File: src/rtl/irq_gate_pkg.sv
package irq_gate_pkg;
    typedef enum logic [1:0] {
        ST_IDLE  = 2'd0,
        ST_HOLD  = 2'd1,
        ST_ARMED = 2'd2,
        ST_FIRE  = 2'd3
    } seq_state_t;
endpackage

File: src/rtl/irq_en_bank.sv
module irq_en_bank #(
    parameter int BANK_W  = 4,
    parameter int N_BANKS = 2,
    localparam int NSRC   = BANK_W * N_BANKS
) (
    input  logic               clk,
    input  logic               rst_n,
    input  logic               wake_clr,
    input  logic [BANK_W-1:0]  acc_in,
    input  logic [N_BANKS-1:0] wr_bank,
    input  logic [N_BANKS-1:0] rd_bank,
    output logic [BANK_W-1:0]  acc_out,
    output logic [NSRC-1:0]    en_vec
);
    for (genvar b = 0; b < N_BANKS; b++) begin : g_bank
        logic [BANK_W-1:0] bank_q;
        always_ff @(posedge clk or negedge rst_n) begin
            if (!rst_n)          bank_q <= '0;
            else if (wake_clr)   bank_q <= '0;
            else if (wr_bank[b]) bank_q <= acc_in;
        end
        assign en_vec[b*BANK_W +: BANK_W] = bank_q;

        p_bank_load_r2: assert property (@(posedge clk) disable iff (!rst_n)
            (wr_bank[b] && !wake_clr) |=> (bank_q == $past(acc_in)));
    end

    // lowest-numbered read strobe drives the bus
    always_comb begin
        acc_out = '0;
        for (int b = N_BANKS - 1; b >= 0; b--) begin
            if (rd_bank[b]) acc_out = en_vec[b*BANK_W +: BANK_W];
        end
    end

    p_wake_clear_r3: assert property (@(posedge clk) disable iff (!rst_n)
        wake_clr |=> (en_vec == '0));
endmodule

File: src/rtl/irq_req_flags.sv
module irq_req_flags #(
    parameter int NSRC = 8
) (
    input  logic            clk,
    input  logic            rst_n,
    input  logic [NSRC-1:0] req_pulse,
    input  logic [NSRC-1:0] take_clr,
    input  logic [NSRC-1:0] skip_clr,
    output logic [NSRC-1:0] flags
);
    for (genvar i = 0; i < NSRC; i++) begin : g_flag
        always_ff @(posedge clk or negedge rst_n) begin
            if (!rst_n)                         flags[i] <= 1'b0;
            else if (req_pulse[i])              flags[i] <= 1'b1;
            else if (take_clr[i] || skip_clr[i]) flags[i] <= 1'b0;
        end

        p_flag_hold_r4: assert property (@(posedge clk) disable iff (!rst_n)
            (flags[i] && !take_clr[i] && !skip_clr[i]) |=> flags[i]);
        p_pulse_wins_r4: assert property (@(posedge clk) disable iff (!rst_n)
            req_pulse[i] |=> flags[i]);
        p_skip_consume_r11: assert property (@(posedge clk) disable iff (!rst_n)
            (skip_clr[i] && !req_pulse[i]) |=> !flags[i]);
    end
endmodule

File: src/rtl/irq_prio_pick.sv
module irq_prio_pick #(
    parameter int NSRC  = 8,
    localparam int IDX_W = (NSRC > 1) ? $clog2(NSRC) : 1
) (
    input  logic [NSRC-1:0]  cand,
    output logic             any,
    output logic [IDX_W-1:0] idx
);
    always_comb begin
        any = |cand;
        idx = '0;
        for (int i = NSRC - 1; i >= 0; i--) begin
            if (cand[i]) idx = IDX_W'(i);
        end
    end
endmodule

File: src/rtl/irq_seq_fsm.sv
module irq_seq_fsm
    import irq_gate_pkg::*;
(
    input  logic clk,
    input  logic rst_n,
    input  logic any_qual,
    input  logic multi_cyc,
    input  logic gie_set,
    input  logic gie_clr,
    output logic gie,
    output logic irq_take
);
    seq_state_t state_q, state_d;

    // state register
    always_ff @(posedge clk or negedge rst_n) begin
        if (!rst_n) state_q <= ST_IDLE;
        else        state_q <= state_d;
    end

    // transitions
    always_comb begin
        state_d = state_q;
        unique case (state_q)
            ST_IDLE: begin
                if (any_qual) state_d = multi_cyc ? ST_HOLD : ST_ARMED;
            end
            ST_HOLD:  state_d = any_qual ? ST_ARMED : ST_IDLE;
            ST_ARMED: state_d = any_qual ? ST_FIRE  : ST_IDLE;
            ST_FIRE:  state_d = ST_IDLE;
            default:  state_d = ST_IDLE;
        endcase
    end

    // outputs
    always_comb begin
        irq_take = 1'b0;
        unique case (state_q)
            ST_FIRE: irq_take = any_qual;
            default: irq_take = 1'b0;
        endcase
    end

    // global enable: take and clear dominate set
    always_ff @(posedge clk or negedge rst_n) begin
        if (!rst_n)                    gie <= 1'b0;
        else if (irq_take || gie_clr)  gie <= 1'b0;
        else if (gie_set)              gie <= 1'b1;
    end

    p_take_clears_gie_r10: assert property (@(posedge clk) disable iff (!rst_n)
        irq_take |=> !gie);
    p_take_spacing_r6: assert property (@(posedge clk) disable iff (!rst_n)
        irq_take |-> ($past(any_qual) && $past(any_qual, 2)));
    p_take_needs_gie_r5: assert property (@(posedge clk) disable iff (!rst_n)
        irq_take |-> gie);
    p_gie_set_r12: assert property (@(posedge clk) disable iff (!rst_n)
        (gie_set && !gie_clr && !irq_take) |=> gie);
endmodule

File: src/rtl/irq_gate_ctrl.sv
module irq_gate_ctrl #(
    parameter int BANK_W  = 4,
    parameter int N_BANKS = 2,
    localparam int NSRC   = BANK_W * N_BANKS,
    localparam int IDX_W  = (NSRC > 1) ? $clog2(NSRC) : 1
) (
    input  logic               clk,
    input  logic               rst_n,
    input  logic               wake_clr,
    input  logic [BANK_W-1:0]  acc_in,
    input  logic [N_BANKS-1:0] wr_bank,
    input  logic [N_BANKS-1:0] rd_bank,
    output logic [BANK_W-1:0]  acc_out,
    input  logic               gie_set,
    input  logic               gie_clr,
    input  logic [NSRC-1:0]    req_pulse,
    input  logic               multi_cyc,
    input  logic               skip_req,
    input  logic [IDX_W-1:0]   skip_sel,
    output logic               skip_ok,
    output logic [NSRC-1:0]    req_pend,
    output logic               int_en,
    output logic               irq_take,
    output logic [IDX_W-1:0]   irq_idx
);
    logic [NSRC-1:0] en_vec, qual, take_clr, skip_clr;
    logic            any_qual;

    irq_en_bank #(.BANK_W(BANK_W), .N_BANKS(N_BANKS)) u_bank (
        .clk(clk), .rst_n(rst_n), .wake_clr(wake_clr), .acc_in(acc_in),
        .wr_bank(wr_bank), .rd_bank(rd_bank), .acc_out(acc_out), .en_vec(en_vec)
    );

    irq_req_flags #(.NSRC(NSRC)) u_flags (
        .clk(clk), .rst_n(rst_n), .req_pulse(req_pulse),
        .take_clr(take_clr), .skip_clr(skip_clr), .flags(req_pend)
    );

    assign qual = req_pend & en_vec & {NSRC{int_en}};

    irq_prio_pick #(.NSRC(NSRC)) u_pick (
        .cand(qual), .any(any_qual), .idx(irq_idx)
    );

    irq_seq_fsm u_seq (
        .clk(clk), .rst_n(rst_n), .any_qual(any_qual), .multi_cyc(multi_cyc),
        .gie_set(gie_set), .gie_clr(gie_clr), .gie(int_en), .irq_take(irq_take)
    );

    // polling test is only valid while the source's interrupt is disabled
    always_comb begin
        skip_ok  = 1'b0;
        skip_clr = '0;
        take_clr = '0;
        for (int i = 0; i < NSRC; i++) begin
            if (skip_req && skip_sel == IDX_W'(i) && req_pend[i] && !en_vec[i]) begin
                skip_ok     = 1'b1;
                skip_clr[i] = 1'b1;
            end
            if (irq_take && irq_idx == IDX_W'(i)) take_clr[i] = 1'b1;
        end
    end

    p_take_qualified_r5: assert property (@(posedge clk) disable iff (!rst_n)
        irq_take |-> (req_pend[irq_idx] && en_vec[irq_idx] && int_en));
    p_take_priority_r9: assert property (@(posedge clk) disable iff (!rst_n)
        irq_take |-> ((req_pend & en_vec & ((NSRC'(1) << irq_idx) - NSRC'(1))) == '0));
    p_take_clears_flag_r10: assert property (@(posedge clk) disable iff (!rst_n)
        (irq_take && !req_pulse[irq_idx]) |=> !req_pend[$past(irq_idx)]);
    p_skip_disabled_only_r11: assert property (@(posedge clk) disable iff (!rst_n)
        skip_ok |-> !en_vec[skip_sel]);
endmodule

File: config.mk
export PLATFORM = sky130hd
export DESIGN_NAME = irq_gate_ctrl
export DESIGN_NICKNAME = d
export VERILOG_FILES = /design/src/rtl/irq_gate_pkg.sv /design/src/rtl/irq_en_bank.sv /design/src/rtl/irq_req_flags.sv /design/src/rtl/irq_prio_pick.sv /design/src/rtl/irq_seq_fsm.sv /design/src/rtl/irq_gate_ctrl.sv
export SDC_FILE = /design/constraint.sdc
export NUM_CORES = 1
export LEC_CHECK = 0
export ABC_AREA = 0
export BUFFER_PORTS_ARGS = -buffer_cell sky130_fd_sc_hd__buf_2
export CORE_MARGIN = 8
export CORE_UTILIZATION = 52
export DETAILED_ROUTE_END_ITERATION = 12
export PLACE_DENSITY = 0.89
export SLEW_MARGIN = 20
export SYNTH_ARGS = -nofsm -noshare
export SYNTH_HDL_FRONTEND = slang
export SYNTH_HIERARCHICAL = 1
export SYNTH_SLANG_ARGS = --single-unit
File: constraint.sdc
create_clock -name clk -period 3.1 [get_ports clk]
set_input_delay 0.62 -clock clk [delete_from_list [all_inputs] [get_ports clk]]
set_output_delay 0.62 -clock clk [all_outputs]
set_load 0.1 [all_outputs]
==> flow_summary.ini <==
[global_routing]
track_usage_pct = 16.0
grt_pass1_wl_mm = 5.34
first_global_vias = 1138
grt_overflow_total = 0
grt_start_max_net_pins = 20
antenna_found_initial = 0

[worst_setup_path]
regToRegEndpoint = u_flags/flags[0]
critPathCaptureType = output pin
r2r_start = u_seq/gie
critPathMaxFanout = 10
reg2regPathDepth = 7
path_class = reg -> out
cp.required_ns = 2.48
rrSetupSlack_ns = 1.12
crit_end = irq_idx[0]
start_kind = flip-flop
arrival_ns = 2.15
crit_start = u_seq/gie

[pwr]
cellInternalPower_mw = 0.368
power.density_nw_per_um2 = 437
clock_power_share_pct = 20.2
max-vdd-ir-drop_mv = 0.280
pwr-share-comb_pct = 35.3
power.switching_mw = 0.267
p_leak_nw = 0.716
p_seq_share_pct = 44.6
switching_share_pct = 42.0

[sta]
slew_headroom_pct = 67.3
clock_skew_ns = 0.00335
fmax_mhz = 361
tightest_slew_ns = 0.494
post-route-min-period_ns = 2.77
rsz0062_at_grt = false
setup_viol = 0
fin_crit_sh_pct = 89.4
finalHoldViolCount = 0
slew_viol_final = 0

[detailed_routing]
drtIter0Drc = 64
routed_via_density = 5.61
drc = 0
dr.pass1.iters = 4
detail-route-antenna-nets = 0
vias = 1122
routedWlPerCell_um = 16.0
finalWirelength_mm = 3.19

[job]
drv_cap = 0

[placed_design]
gp_congestion = 0.931
hpwlAfterDp_mm = 2.57
dpl.cell_count = 196
portBuffers = 43

[die]
initial_core_util_pct = 53.7
die_h_um = 63.4
fp-row-count = 17
dieArea_um2 = 4010
core_area_um2 = 2170
boundaryPins = 44
fp.dieW_um = 63.4

[cts]
cts_buffers = 3
clk_pin_slew_ns = 0.11
root_buffer = clkbuf_4
cts_max_level = 1
hold_buffers = 0
post_cts_resize_count = 0
cts_sinks = 19
clkLatencyLatePin_ns = 0.30
cts.path.max_buffers = 2
post_cts_buffers = 0
cts_tree = yes

[logic_synthesis]
ys.flop_type = dfrtp_1
synth_cell_types = 30
syn-mean-instance-area_um2 = 9.11
synth-simple-area-share_pct = 37.1
synth_fp_nets = 154
synth-seq-area-share_pct = 40.8
synth_compound_area_share_pct = 11.7
synthXorXnorAreaFrac_pct = 0
yosys_warnings = 6
synth_cells = 128
synth_edf_count = 0
synth.area.top_cells = dfrtp_1 41%, nor2_1 9.0%, nor4_2 7.5%
synth_area_um2 = 1170
synthArstFlopShare_pct = 100
yosysTopAreaCell = dfrtp_1
synth_top_area_share_pct = 40.8
synth_mux_area_share_pct = 6.87
synth_top_family_by_area = simple AND/OR/NAND/NOR gates
synthAdderAreaFrac_pct = 0
synth_seq_cells = 19

[finish]
post-route-util_pct = 66.9
final_nets = 199
area_delta_synth_final_pct = 24.5
layout.cells.non_filler = 200
drive_gt1_share_pct = 37.8
antennaDiodeCount = 0

[worst_hold_path]
min_path_type = in -> async

[status]
outcome = complete, no violations
-- layer usage --
layer / vias to the layer above / global-route usage [%] / part of all wire, % / wire, µm
li1: 536 / - / - / -
met1: 527 / 19.7 / 41 / 1310
met2: 57 / 26.7 / 49 / 1580
met3: 2 / 4.42 / 8.9 / 285
met4: 0 / 4.18 / 0.53 / 17
met5: - / 0 / 0 / 0
-- how the worst min path moves through the flow --
stage                      from                    endpoint  slack [ns]  cells after the start
2_1_floorplan             rst_n  u_bank/g_bank[0].bank_q[0]        0.32                      0
3_3_place_gp   u_seq/state_q[0]            u_seq/state_q[0]        0.46                      1
3_5_place_dp   u_seq/state_q[0]            u_seq/state_q[0]        0.49                      1
4_1_cts                   rst_n            u_flags/flags[2]        0.25                      1
5_1_grt                   rst_n            u_flags/flags[3]        0.28                      1
6_report                  rst_n            u_flags/flags[3]        0.23                      1
-- cells in the mapped netlist (2+ instances only) --
cell type  count
inv_1          6
o21ai_0        3
nor3_1         2
nand2b_1       7
nor4_1         3
mux2i_1        8
a21oi_1        2
a21o_1         8
nor2_1        28
nor4_2         7
dfrtp_1       19
a22o_1         2
buf_4          2
and3_1         8
nand2_1        8
-- logic make-up (layout without fill, tap and decap cells) --
kind of cell | after synthesis | count (layout)
muxes | 8 | 8
AOI/OAI and AO/OA | 19 | 19
and+or+nand+nor | 73 | 73
DFF | 19 | 19
buffers and inverters | 9 | 53
-- area by class of cell --
| cell class | count | area (µm²) |
|---|---|---|
| Fill cell | 200 | 718 |
| Multi-Input combinational cell | 100 | 672 |
| Sequential cell | 19 | 479 |
| Timing Repair Buffer | 43 | 215 |
| Tap cell | 28 | 35.0 |
| Clock buffer | 3 | 22.5 |
| Inverter | 6 | 22.5 |
| Clock inverter | 1 | 5.00 |
-- layout by cell type (no fill, tap or decap), types with 3 or more instances in the layout --
master,instances
nor4_1,3
dfrtp_1,16
dfrtp_2,3
clkbuf_4,3
nand2_1,8
and3_1,8
nor4_2,7
buf_2,43
a21o_1,8
mux2i_1,8
nor2_1,28
inv_1,6
nand2b_1,7
-- sequential cells by signal, summed over array words and instances (netlist names) --
name / count
u_flags/flags: 8
u_seq/state_q: 2
u_bank/g_bank.bank_q: 8
u_seq/gie: 1
-- critical path: stages, from the launching register on --
cell and delay (ns):
dfrtp_2 0.49, and3_1 0.25, inv_1 0.08, a21oi_1 0.09
o41ai_4 0.43, buf_2 0.51
-- power groups by stage --
stage | sequential, mW | clock, mW | combinational (mW)
final | 0.283 | 0.128 | 0.224
after global routing | 0.286 | 0.135 | 0.237
after detailed placement | 0.287 | 0 | 0.224
after floorplan | 0.317 | 0 | 0.141
after CTS | 0.283 | 0.129 | 0.225
after global placement | 0.286 | 0 | 0.221
-- stage by stage --
stage / TNS, ns / worst slack (ns) / hold slack (ns) / cell area, µm² / total power [mW]
3_3_place_gp: 0 / 0.671 / 0.464 / 1420 / 0.507
4_1_cts: 0 / 0.352 / 0.254 / 1450 / 0.636
6_report: 0 / 0.329 / 0.232 / 1450 / 0.635
5_1_grt: 0 / 0.279 / 0.276 / 1450 / 0.658
2_1_floorplan: -0.00972 / -0.00972 / 0.324 / 1190 / 0.458
3_5_place_dp: 0 / 0.671 / 0.486 / 1420 / 0.512
Note: power is estimated with default switching activity, not from simulation.
